[config.mk]
export PLATFORM = sky130hd
export DESIGN_NAME = i2c_ctrl_regs
export DESIGN_NICKNAME = d
export VERILOG_FILES = /design/src/rtl/i2c_ctrl_pkg.sv /design/src/rtl/i2c_line_sync.sv /design/src/rtl/i2c_frame_ctrl.sv /design/src/rtl/i2c_reg_bank.sv /design/src/rtl/i2c_ctrl_regs.sv
export SDC_FILE = /design/constraint.sdc
export NUM_CORES = 1
export LEC_CHECK = 0
export CAP_MARGIN = 20
export CORE_MARGIN = 2
export CORE_UTILIZATION = 55
export CTS_CLUSTER_DIAMETER = 50
export DETAILED_ROUTE_END_ITERATION = 6
export PLACE_DENSITY = 0.79
export SKIP_CTS_REPAIR_TIMING = 1
export SLEW_MARGIN = 20
export SYNTH_ARGS = -nofsm -noshare
export SYNTH_HDL_FRONTEND = slang
export SYNTH_SLANG_ARGS = --single-unit
[constraint.sdc]
create_clock -name clk -period 6.39 [get_ports clk]
set_input_delay 0.9585 -clock clk [delete_from_list [all_inputs] [get_ports clk]]
set_output_delay 0.9585 -clock clk [all_outputs]
set_load 0.05 [all_outputs]
[src/rtl/i2c_ctrl_pkg.sv]
// Shared types and constants for the two-wire control register slave.
// Assumes an 8-bit register pointer and byte-wide bus transfers.
package i2c_ctrl_pkg;

    // Phase of the frame handler.
    typedef enum logic [2:0] {
        FS_IDLE,   // not addressed, waiting for START
        FS_ADDR,   // shifting in the address byte
        FS_PTR,    // shifting in the pointer byte
        FS_WDATA,  // shifting in a data byte
        FS_RDATA,  // shifting out a data byte
        FS_MACK,   // master acknowledge slot after a read byte
        FS_SACK    // slave acknowledge slot
    } frame_st_t;

    localparam int BYTE_W = 8;

endpackage

[src/rtl/i2c_line_sync.sv]
// Brings SCL and SDA into the clock domain and derives bus events.
// Assumes the bus is at least a few times slower than clk; all event
// outputs are single-cycle pulses aligned with the synchronized lines.
module i2c_line_sync #(
    parameter int SYNC_STAGES = 2
) (
    input  logic clk,
    input  logic rst_n,
    input  logic scl_i,
    input  logic sda_i,
    output logic scl_s,
    output logic sda_s,
    output logic scl_rise,
    output logic scl_fall,
    output logic start_det,
    output logic stop_det
);
    logic [SYNC_STAGES-1:0] scl_pipe;
    logic [SYNC_STAGES-1:0] sda_pipe;
    logic                   scl_d;
    logic                   sda_d;

    // Synchronizer chains plus one delay stage for edge detection.
    always_ff @(posedge clk) begin
        if (!rst_n) begin
            scl_pipe <= '1;
            sda_pipe <= '1;
            scl_d    <= 1'b1;
            sda_d    <= 1'b1;
        end else begin
            scl_pipe <= {scl_pipe[SYNC_STAGES-2:0], scl_i};
            sda_pipe <= {sda_pipe[SYNC_STAGES-2:0], sda_i};
            scl_d    <= scl_pipe[SYNC_STAGES-1];
            sda_d    <= sda_pipe[SYNC_STAGES-1];
        end
    end

    assign scl_s = scl_pipe[SYNC_STAGES-1];
    assign sda_s = sda_pipe[SYNC_STAGES-1];

    // Event decode: SDA moving while SCL stays high marks START or STOP.
    always_comb begin
        scl_rise  = scl_s && !scl_d;
        scl_fall  = !scl_s && scl_d;
        start_det = scl_s && scl_d && sda_d && !sda_s;
        stop_det  = scl_s && scl_d && !sda_d && sda_s;
    end
endmodule

[src/rtl/i2c_frame_ctrl.sv]
// Byte-level frame handler: address match, pointer load, write strobes,
// read shifting and acknowledge slots. Acts on synchronized bus events;
// samples SDA on SCL rise and changes its SDA drive only on SCL fall.
module i2c_frame_ctrl
    import i2c_ctrl_pkg::*;
#(
    parameter logic [6:0] DEV_ADDR = 7'h4D
) (
    input  logic              clk,
    input  logic              rst_n,
    input  logic              sda_s,
    input  logic              scl_rise,
    input  logic              scl_fall,
    input  logic              start_det,
    input  logic              stop_det,
    input  logic [BYTE_W-1:0] rd_data,
    output logic [BYTE_W-1:0] ptr_o,
    output logic              wr_en,
    output logic [BYTE_W-1:0] wr_addr,
    output logic [BYTE_W-1:0] wr_data,
    output logic              sda_oe
);
    frame_st_t         st;
    frame_st_t         ack_src;
    logic [BYTE_W-1:0] shreg;
    logic [3:0]        bitcnt;
    logic [BYTE_W-1:0] ptr;
    logic              rw;
    logic              in_frame;
    logic              rep;
    logic              nack;

    assign ptr_o = ptr;

    // Frame sequencing; STOP and START take priority over any phase.
    always_ff @(posedge clk) begin
        if (!rst_n) begin
            st       <= FS_IDLE;
            ack_src  <= FS_IDLE;
            shreg    <= '0;
            bitcnt   <= '0;
            ptr      <= '0;
            rw       <= 1'b0;
            in_frame <= 1'b0;
            rep      <= 1'b0;
            nack     <= 1'b0;
            sda_oe   <= 1'b0;
            wr_en    <= 1'b0;
            wr_addr  <= '0;
            wr_data  <= '0;
        end else begin
            wr_en <= 1'b0;
            if (stop_det) begin
                st       <= FS_IDLE;
                sda_oe   <= 1'b0;
                in_frame <= 1'b0;
            end else if (start_det) begin
                st       <= FS_ADDR;
                bitcnt   <= '0;
                sda_oe   <= 1'b0;
                rep      <= in_frame;
                in_frame <= 1'b1;
            end else begin
                unique case (st)
                    FS_ADDR, FS_PTR, FS_WDATA: begin
                        if (scl_rise && bitcnt != 4'd8) begin
                            shreg  <= {shreg[BYTE_W-2:0], sda_s};
                            bitcnt <= bitcnt + 4'd1;
                        end else if (scl_fall && bitcnt == 4'd8) begin
                            bitcnt  <= '0;
                            ack_src <= st;
                            if (st == FS_ADDR) begin
                                if (shreg[7:1] == DEV_ADDR) begin
                                    rw     <= shreg[0];
                                    sda_oe <= 1'b1;
                                    st     <= FS_SACK;
                                    if (shreg[0] && !rep) ptr <= '0;
                                end else begin
                                    st <= FS_IDLE;
                                end
                            end else if (st == FS_PTR) begin
                                ptr    <= shreg;
                                sda_oe <= 1'b1;
                                st     <= FS_SACK;
                            end else begin
                                wr_en   <= 1'b1;
                                wr_addr <= ptr;
                                wr_data <= shreg;
                                ptr     <= ptr + 8'd1;
                                sda_oe  <= 1'b1;
                                st      <= FS_SACK;
                            end
                        end
                    end
                    FS_SACK: begin
                        if (scl_fall) begin
                            bitcnt <= '0;
                            if (ack_src == FS_ADDR && rw) begin
                                shreg  <= rd_data;
                                sda_oe <= !rd_data[7];
                                st     <= FS_RDATA;
                            end else begin
                                sda_oe <= 1'b0;
                                st     <= (ack_src == FS_ADDR) ? FS_PTR : FS_WDATA;
                            end
                        end
                    end
                    FS_RDATA: begin
                        if (scl_rise) begin
                            bitcnt <= bitcnt + 4'd1;
                        end else if (scl_fall) begin
                            if (bitcnt == 4'd8) begin
                                sda_oe <= 1'b0;
                                ptr    <= ptr + 8'd1;
                                bitcnt <= '0;
                                st     <= FS_MACK;
                            end else begin
                                sda_oe <= !shreg[6];
                                shreg  <= {shreg[BYTE_W-2:0], 1'b0};
                            end
                        end
                    end
                    FS_MACK: begin
                        if (scl_rise) begin
                            nack <= sda_s;
                        end else if (scl_fall) begin
                            if (nack) begin
                                st <= FS_IDLE;
                            end else begin
                                shreg  <= rd_data;
                                sda_oe <= !rd_data[7];
                                st     <= FS_RDATA;
                            end
                        end
                    end
                    default: begin
                        st <= FS_IDLE;
                    end
                endcase
            end
        end
    end
endmodule

[src/rtl/i2c_reg_bank.sv]
// Register storage with a write strobe and a combinational read port.
// Registers 1..NUM_VOL hold VOL_W-bit codes; register NUM_VOL+1 holds the
// control byte; every other address reads zero and drops writes.
module i2c_reg_bank
    import i2c_ctrl_pkg::*;
#(
    parameter int                NUM_VOL   = 3,
    parameter int                VOL_W     = 5,
    parameter logic [BYTE_W-1:0] CTRL_RST  = 8'h40,
    parameter logic [BYTE_W-1:0] CTRL_MASK = 8'hDF
) (
    input  logic                     clk,
    input  logic                     rst_n,
    input  logic                     wr_en,
    input  logic [BYTE_W-1:0]        wr_addr,
    input  logic [BYTE_W-1:0]        wr_data,
    input  logic [BYTE_W-1:0]        rd_addr,
    output logic [BYTE_W-1:0]        rd_data,
    output logic [NUM_VOL*VOL_W-1:0] vol_flat,
    output logic [BYTE_W-1:0]        ctrl
);
    localparam logic [BYTE_W-1:0] CTRL_ADDR = BYTE_W'(NUM_VOL + 1);

    logic [VOL_W-1:0] vol_q [NUM_VOL];

    for (genvar g = 0; g < NUM_VOL; g++) begin : g_vol
        // One attenuation register per output, reset to mute.
        always_ff @(posedge clk) begin
            if (!rst_n)
                vol_q[g] <= '0;
            else if (wr_en && wr_addr == BYTE_W'(g + 1))
                vol_q[g] <= wr_data[VOL_W-1:0];
        end
        assign vol_flat[g*VOL_W +: VOL_W] = vol_q[g];
    end

    // Control byte with its always-zero bit masked on write.
    always_ff @(posedge clk) begin
        if (!rst_n)
            ctrl <= CTRL_RST;
        else if (wr_en && wr_addr == CTRL_ADDR)
            ctrl <= wr_data & CTRL_MASK;
    end

    // Read mux; unmapped addresses return zero.
    always_comb begin
        rd_data = '0;
        for (int i = 0; i < NUM_VOL; i++) begin
            if (rd_addr == BYTE_W'(i + 1))
                rd_data = {{(BYTE_W-VOL_W){1'b0}}, vol_q[i]};
        end
        if (rd_addr == CTRL_ADDR)
            rd_data = ctrl;
    end
endmodule

[src/rtl/i2c_ctrl_regs.sv]
// Top of the two-wire control register slave. Ties the line synchronizer,
// frame handler and register bank together and exposes the register
// contents as parallel outputs. SDA is open-drain: sda_oe_o=1 pulls low.
module i2c_ctrl_regs
    import i2c_ctrl_pkg::*;
#(
    parameter logic [6:0] DEV_ADDR    = 7'h4D,
    parameter int         SYNC_STAGES = 2,
    parameter int         VOL_W       = 5
) (
    input  logic             clk,
    input  logic             rst_n,
    input  logic             scl_i,
    input  logic             sda_i,
    output logic             sda_oe_o,
    output logic [VOL_W-1:0] vol_spk_o,
    output logic [VOL_W-1:0] vol_hpl_o,
    output logic [VOL_W-1:0] vol_hpr_o,
    output logic [7:0]       ctrl_o
);
    localparam int NUM_VOL = 3;

    logic                     scl_s;
    logic                     sda_s;
    logic                     scl_rise;
    logic                     scl_fall;
    logic                     start_det;
    logic                     stop_det;
    logic [BYTE_W-1:0]        rd_data;
    logic [BYTE_W-1:0]        ptr;
    logic                     wr_en;
    logic [BYTE_W-1:0]        wr_addr;
    logic [BYTE_W-1:0]        wr_data;
    logic [NUM_VOL*VOL_W-1:0] vol_flat;

    i2c_line_sync #(.SYNC_STAGES(SYNC_STAGES)) u_sync (
        .clk(clk), .rst_n(rst_n), .scl_i(scl_i), .sda_i(sda_i),
        .scl_s(scl_s), .sda_s(sda_s), .scl_rise(scl_rise),
        .scl_fall(scl_fall), .start_det(start_det), .stop_det(stop_det)
    );

    i2c_frame_ctrl #(.DEV_ADDR(DEV_ADDR)) u_frame (
        .clk(clk), .rst_n(rst_n), .sda_s(sda_s), .scl_rise(scl_rise),
        .scl_fall(scl_fall), .start_det(start_det), .stop_det(stop_det),
        .rd_data(rd_data), .ptr_o(ptr), .wr_en(wr_en), .wr_addr(wr_addr),
        .wr_data(wr_data), .sda_oe(sda_oe_o)
    );

    i2c_reg_bank #(.NUM_VOL(NUM_VOL), .VOL_W(VOL_W)) u_bank (
        .clk(clk), .rst_n(rst_n), .wr_en(wr_en), .wr_addr(wr_addr),
        .wr_data(wr_data), .rd_addr(ptr), .rd_data(rd_data),
        .vol_flat(vol_flat), .ctrl(ctrl_o)
    );

    assign vol_spk_o = vol_flat[0*VOL_W +: VOL_W];
    assign vol_hpl_o = vol_flat[1*VOL_W +: VOL_W];
    assign vol_hpr_o = vol_flat[2*VOL_W +: VOL_W];
endmodule

Word-level counts from Yosys, hierarchy flattened:

Memory sizes are Yosys's and may differ from the RTL's.
Index checks and enable logic that the tools add are counted.

* $add $sub $neg: 2
* equality and inequality tests: 43
* mux-type cells: 74
* bitwise logic cells: 11
* reduce and logical (&&, ||, !) cells: 40

Operators by type and width (number)
* 8-bit two-way mux: 19
* 3-bit two-way mux: 12
* 8-bit by 2-bit equality test with 1-bit output, second input constant: 4
* 8-bit one-hot mux with 4 select lines: 1
* 5-bit two-way mux: 6
* 4-bit two-way mux: 7
* 1-bit two-way mux: 25
* 10-bit AND reduction: 2
* 8-bit by 1-bit equality test with 1-bit output, second input constant: 2
* 8-bit by 3-bit equality test with 1-bit output, second input constant: 2
* 8-bit one-hot mux with 2 select lines: 1
* 8-bit AND reduction: 2
* 1-bit logical AND: 15
* 3-bit by 2-bit inequality test with 1-bit output, second input constant: 5
* 3-bit inequality test, second input constant: 5
* 2-bit by 1-bit inequality test with 1-bit output, second input constant: 7
* 7-bit AND reduction: 2
* 4-bit by 2-bit inequality test with 1-bit output, second input constant: 3
* 3-bit one-hot mux with 4 select lines: 1
* 4-bit one-hot mux with 3 select lines: 1
* 12-bit AND reduction: 1
* 2-bit inequality test, second input constant: 5
* 3-bit equality test, second input constant: 3
* 8-bit by 1-bit adder with 8-bit output, second input constant: 1
* 19 further kinds: 38

* register bits: 61
* RAM bits: 15
* output and inout bits: 24
* memories kept: 1

Memory list
* u_bank.vol_q: words 3, width 5, read ports 3, clocked after memory_dff 0, write ports 3, RTL line i2c_reg_bank.sv:24 `logic [VOL_W-1:0] vol_q [NUM_VOL];`

Depth between registers and ports, before layout:

* depth in word-level cells: 10
* depth in mapped cells: 8
* mapped depth without buffers: 7

By module:

A second synthesis with hierarchy kept.

* cell total of the unflattened synthesis: 419
* area total of the unflattened synthesis: 3916.3 µm²

Modules (own cells, without submodules)
* i2c_frame_ctrl: instances 1, cells an instance 295, area an instance 2570.0 µm², sequential area each 960.9 µm²
* i2c_reg_bank: instances 1, cells an instance 108, area an instance 1156.1 µm², sequential area each 590.6 µm²
* i2c_line_sync: instances 1, cells an instance 16, area an instance 190.2 µm², sequential area each 120.1 µm²

Worst setup path after synthesis:

No wires, ideal clock.

* path type: reg2reg
* from: reg u_frame.wr_addr[3]
* to: mem u_bank.vol_q[1][0] (enable)
* arrival: 1743 ps
* required time: 6014 ps
* path slack: 4271 ps
* cell stages (with the launch flop): 4
* clock period less this slack: 2119 ps
* cells stage by stage: dfxtp_1 -> or4_4 -> or4_4 -> o31ai_1

RTL lines
* start, declared: RTL line i2c_frame_ctrl.sv:19 `output logic [BYTE_W-1:0] wr_addr,`
* start signal, assigned: RTL line i2c_frame_ctrl.sv:87 `wr_addr <= ptr;`
* end, declared: RTL line i2c_reg_bank.sv:24

Final worst setup path:

* from: reg u_sync.scl_pipe[1]
* to: reg u_frame.wr_addr[1]

* word-level cells in the longest chain between the ends: 5

RTL lines
* start, declared: RTL line i2c_line_sync.sv:18 `logic [SYNC_STAGES-1:0] scl_pipe;`
* start signal, assigned: RTL line i2c_line_sync.sv:31 `scl_pipe <= {scl_pipe[SYNC_STAGES-2:0], scl_i};`
* 1-bit logical AND: RTL line i2c_line_sync.sv:45, i2c_line_sync.sv:46
* 1-bit logical AND, on equally long branches (2 in a row): RTL line i2c_line_sync.sv:46, i2c_line_sync.sv:45
* 1-bit inverter (no source line)
* 7-bit AND reduction (no source line) *

Mark *: on every way between the ends. The rest lies on a longest branch, timed or not.
A chain may end at the register's enable or synchronous reset.

==> impl_metrics.toml <==
[yosys]
netlist_area_mm2 = 0.00396
ys_seq_elements = 75
synth_top_family_by_area = "compound AO/OA/AOI/OAI gates"
mappedNetlistNets = 462
ys_types = 68
synth_xor_area_share_pct = 0.885
synth_area_leader_cell = "dfxtp_1"
yosys_warnings = 0
synthTopCellsByArea = "dfxtp_1, edfxtp_1, a21oi_1"
synth_compound_gate_area_share_pct = 23.4
synth_flop_cell = "dfxtp_1"
synthTopCellsByCount = "dfxtp_1, a21oi_1, nand2_1, o21ai_0, nor2_1"
async_flop_share_pct = 0
synth_top_cell_area_share_pct = 30.3
yosysMostFrequentCell = "dfxtp_1"
yosys.area_share.simple_pct = 23.2
synth-edff-count = 15
synth-adder-area-share_pct = 2.84
syn-instance-count = 449
seq_area_frac_synth_pct = 41.7
avgSynthCellArea_um2 = 8.82
yosys-mux-area-fraction_pct = 3.03

[detailed_routing]
vias_per_cell = 6.07
avgRoutedWirePerCell_um = 16.5
vias = 3437
dr.pass1.iters = 5
dr.first_iter.drc_count = 331
postRouteAntennaNets = 0
finalWirelength_mm = 9.33
remaining_drc_errors = 0

[sta]
skew_ns = 0.00913
rsz0062_at_grt = "false"
drv_slew = 0
maxSlewHeadroom_pct = 38.3
finalCritPeriodShare_pct = 41.9
worst_pin_slew_ns = 0.918
fin_tns_setup_ns = 0
holdWs_ns = 0.407
hold_viol_final = 0
period_minus_slack_ns = 2.67
finalSetupViolations = 0
timing.fmax_mhz = 374

[placed_design]
post_dp_cell_area_mm2 = 0.00424
numPlacedInstances = 550
portBuffers = 26
dp_hpwl_mm = 6.52
gp_congestion = 0.870

[cells_and_area]
nNetsFinal = 478
fin_cells = 566
antenna_cells = 0
design_area_mm2 = 0.00444
drive_above_1_share_pct = 7.87
area_growth_pct = 12.0

[cts]
cts.htree.levels = 3
numCtsBuffers = 9
clock_latency_ns = 0.35
root_buffer = "clkbuf_8"
clock_sinks = 75
cts.reportedPaths.clkPinSlew_ns = 0.08
cts_buffer_depth = 2
cts_tree = "done"

[setup_path]
critical_path_required_ns = 6.67
crit_arrival_ns = 2.95
rr_worst_depth = 8
crit_slowest_cell = "nor2_1"
crit_family = "simple AND/OR/NAND/NOR gates"
path_depth = 8
worst-path-buf-inv = 2
crit_type = "reg2reg"
crit_path_end_kind = "flop"
cpPeakStageDelay_ns = 0.72
start_kind = "flop"
worstPathCellList = "inv_1, ha_1, nand4b_1, a211o_1, buf_4, nor2_1, nand2_1, a21oi_1"
critPathMaxFanout = 23
r2r_slack_ns = 3.72

[pwr]
p_leak_nw = 1.49
irDropWorstVdd_uv = 112
pwr-share-seq_pct = 53.6
power_density_mw_per_mm2 = 208
p_comb_share_pct = 6.3
swShare_pct = 25.3
intPower_mw = 0.688
power_switching_mw = 0.233
clockPowerShare_pct = 40.1
finalPower_mw = 0.921

[die]
rows = 30
coreArea_mm2 = 0.00687
start_util_pct = 57.7
fp.dieH_um = 88.9
io_pins = 28
die_width_um = 88.9
dieArea_mm2 = 0.00790

[global_routing]
antenna_found_initial = 0
grt_pass1_wl_mm = 15.3
grtUsageTotal_pct = 25.0
grt_max_degree = 43
grt_pass1_vias = 3191
overflow = 0

[run_status]
outcome = "finished, final reports clean"

[worst_hold_path]
hold_depth = 1
hold_path_class = "reg2reg"

[flow_run]
drv_cap = 0
-- worst paths after layout --
check,startpoint,end
max reg2reg,u_sync.scl_pipe[1],u_frame.wr_addr[1]
min reg2reg,u_sync.sda_pipe[0],u_sync.sda_pipe[1]
min,u_sync.sda_pipe[0],u_sync.sda_pipe[1]
max,u_sync.scl_pipe[1],u_frame.wr_addr[1]
-- routing by layer --
layer	up-vias	wire length, µm	part of all wire (%)	GRT usage [%]
met1	1613	4260	46	35.7
li1	1670	-	-	-
met4	0	180	1.9	9.37
met3	19	654	7.0	4.20
met2	135	4230	45	38.1
met5	-	0	0	0
-- layout by cell type (no fill, tap or decap), types with 3 or more instances in the layout --
cell and n:
and2_1 17, or2_2 3, nand2b_1 15, a211oi_1 6, and3_1 3, nor3_1 7, o2111ai_1 3, o21ai_0 36
nor2b_1 8, a221o_1 5, a32o_1 6, a31oi_1 3, nand3_1 11, buf_4 4, nand3b_1 5, a21oi_1 51
or3_1 4, o31ai_1 5, edfxtp_1 15, dfxtp_1 60, nand2_1 36, clkbuf_8 9, or4_1 6, clkdlybuf4s50_1 26
inv_1 15, ha_1 9, nor2_1 30, o211ai_1 3, or4_4 3, a311oi_1 3, mux2i_1 12, o22ai_1 3
-- through the flow --
stage               worst slack, ns  utilization, %
global route                   3.33            64.6
finish                         3.72            64.6
global placement               3.50            61.7
detailed placement             3.44            61.7
CTS                            3.70            64.6
floorplan                      4.27               -
-- worst register-to-register path, stage by stage (launching register included) --
cell and delay [ns]:
dfxtp_1 0.34, inv_1 0.07, ha_1 0.33, nand4b_1 0.31
a211o_1 0.31, buf_4 0.22, nor2_1 0.73, nand2_1 0.14
a21oi_1 0.16
-- registers in the layout, summed over array words and instances (netlist names) --
signal	flops
u_bank.vol_q	15
u_frame.ptr_o	8
u_frame.shreg	8
u_frame.wr_addr	8
u_bank.ctrl	7
u_frame.wr_data	7
u_frame.bitcnt	4
u_frame.ack_src	3
u_frame.st	3
u_sync.scl_pipe	2
u_sync.sda_pipe	2
u_frame.in_frame	1
u_frame.nack	1
u_frame.rep	1
u_frame.rw	1
u_frame.sda_oe	1
u_frame.wr_en	1
u_sync.scl_d	1
u_sync.sda_d	1
-- power groups by stage --
stage          Combinational, mW  Clock [mW]  Sequential (mW)
3_5_place_dp              0.0578           0            0.504
4_1_cts                   0.0579       0.372            0.493
3_3_place_gp              0.0570           0            0.504
2_1_floorplan             0.0305           0            0.515
5_1_grt                   0.0627       0.391            0.495
6_report                  0.0583       0.370            0.494
-- layout make-up --
class	count	area, µm²
sequential	75	1650
fill	590	2430
timing repair buffer	30	290
clock inverter	7	73.8
tap	96	120
clock buffer	9	124
multi-input combinational	333	2120
inverter	16	60.1
-- cells by family after synthesis --
| kind of cell | after synthesis |
|---|---|
| other cells | 1 |
| simple gates | 164 |
| compound gates | 143 |
| flops | 75 |
| buf+inv | 41 |
| fa+ha+maj | 9 |
| mux | 12 |
| xor+xnor | 4 |
No activity file was read; power rests on OpenSTA's default activity.
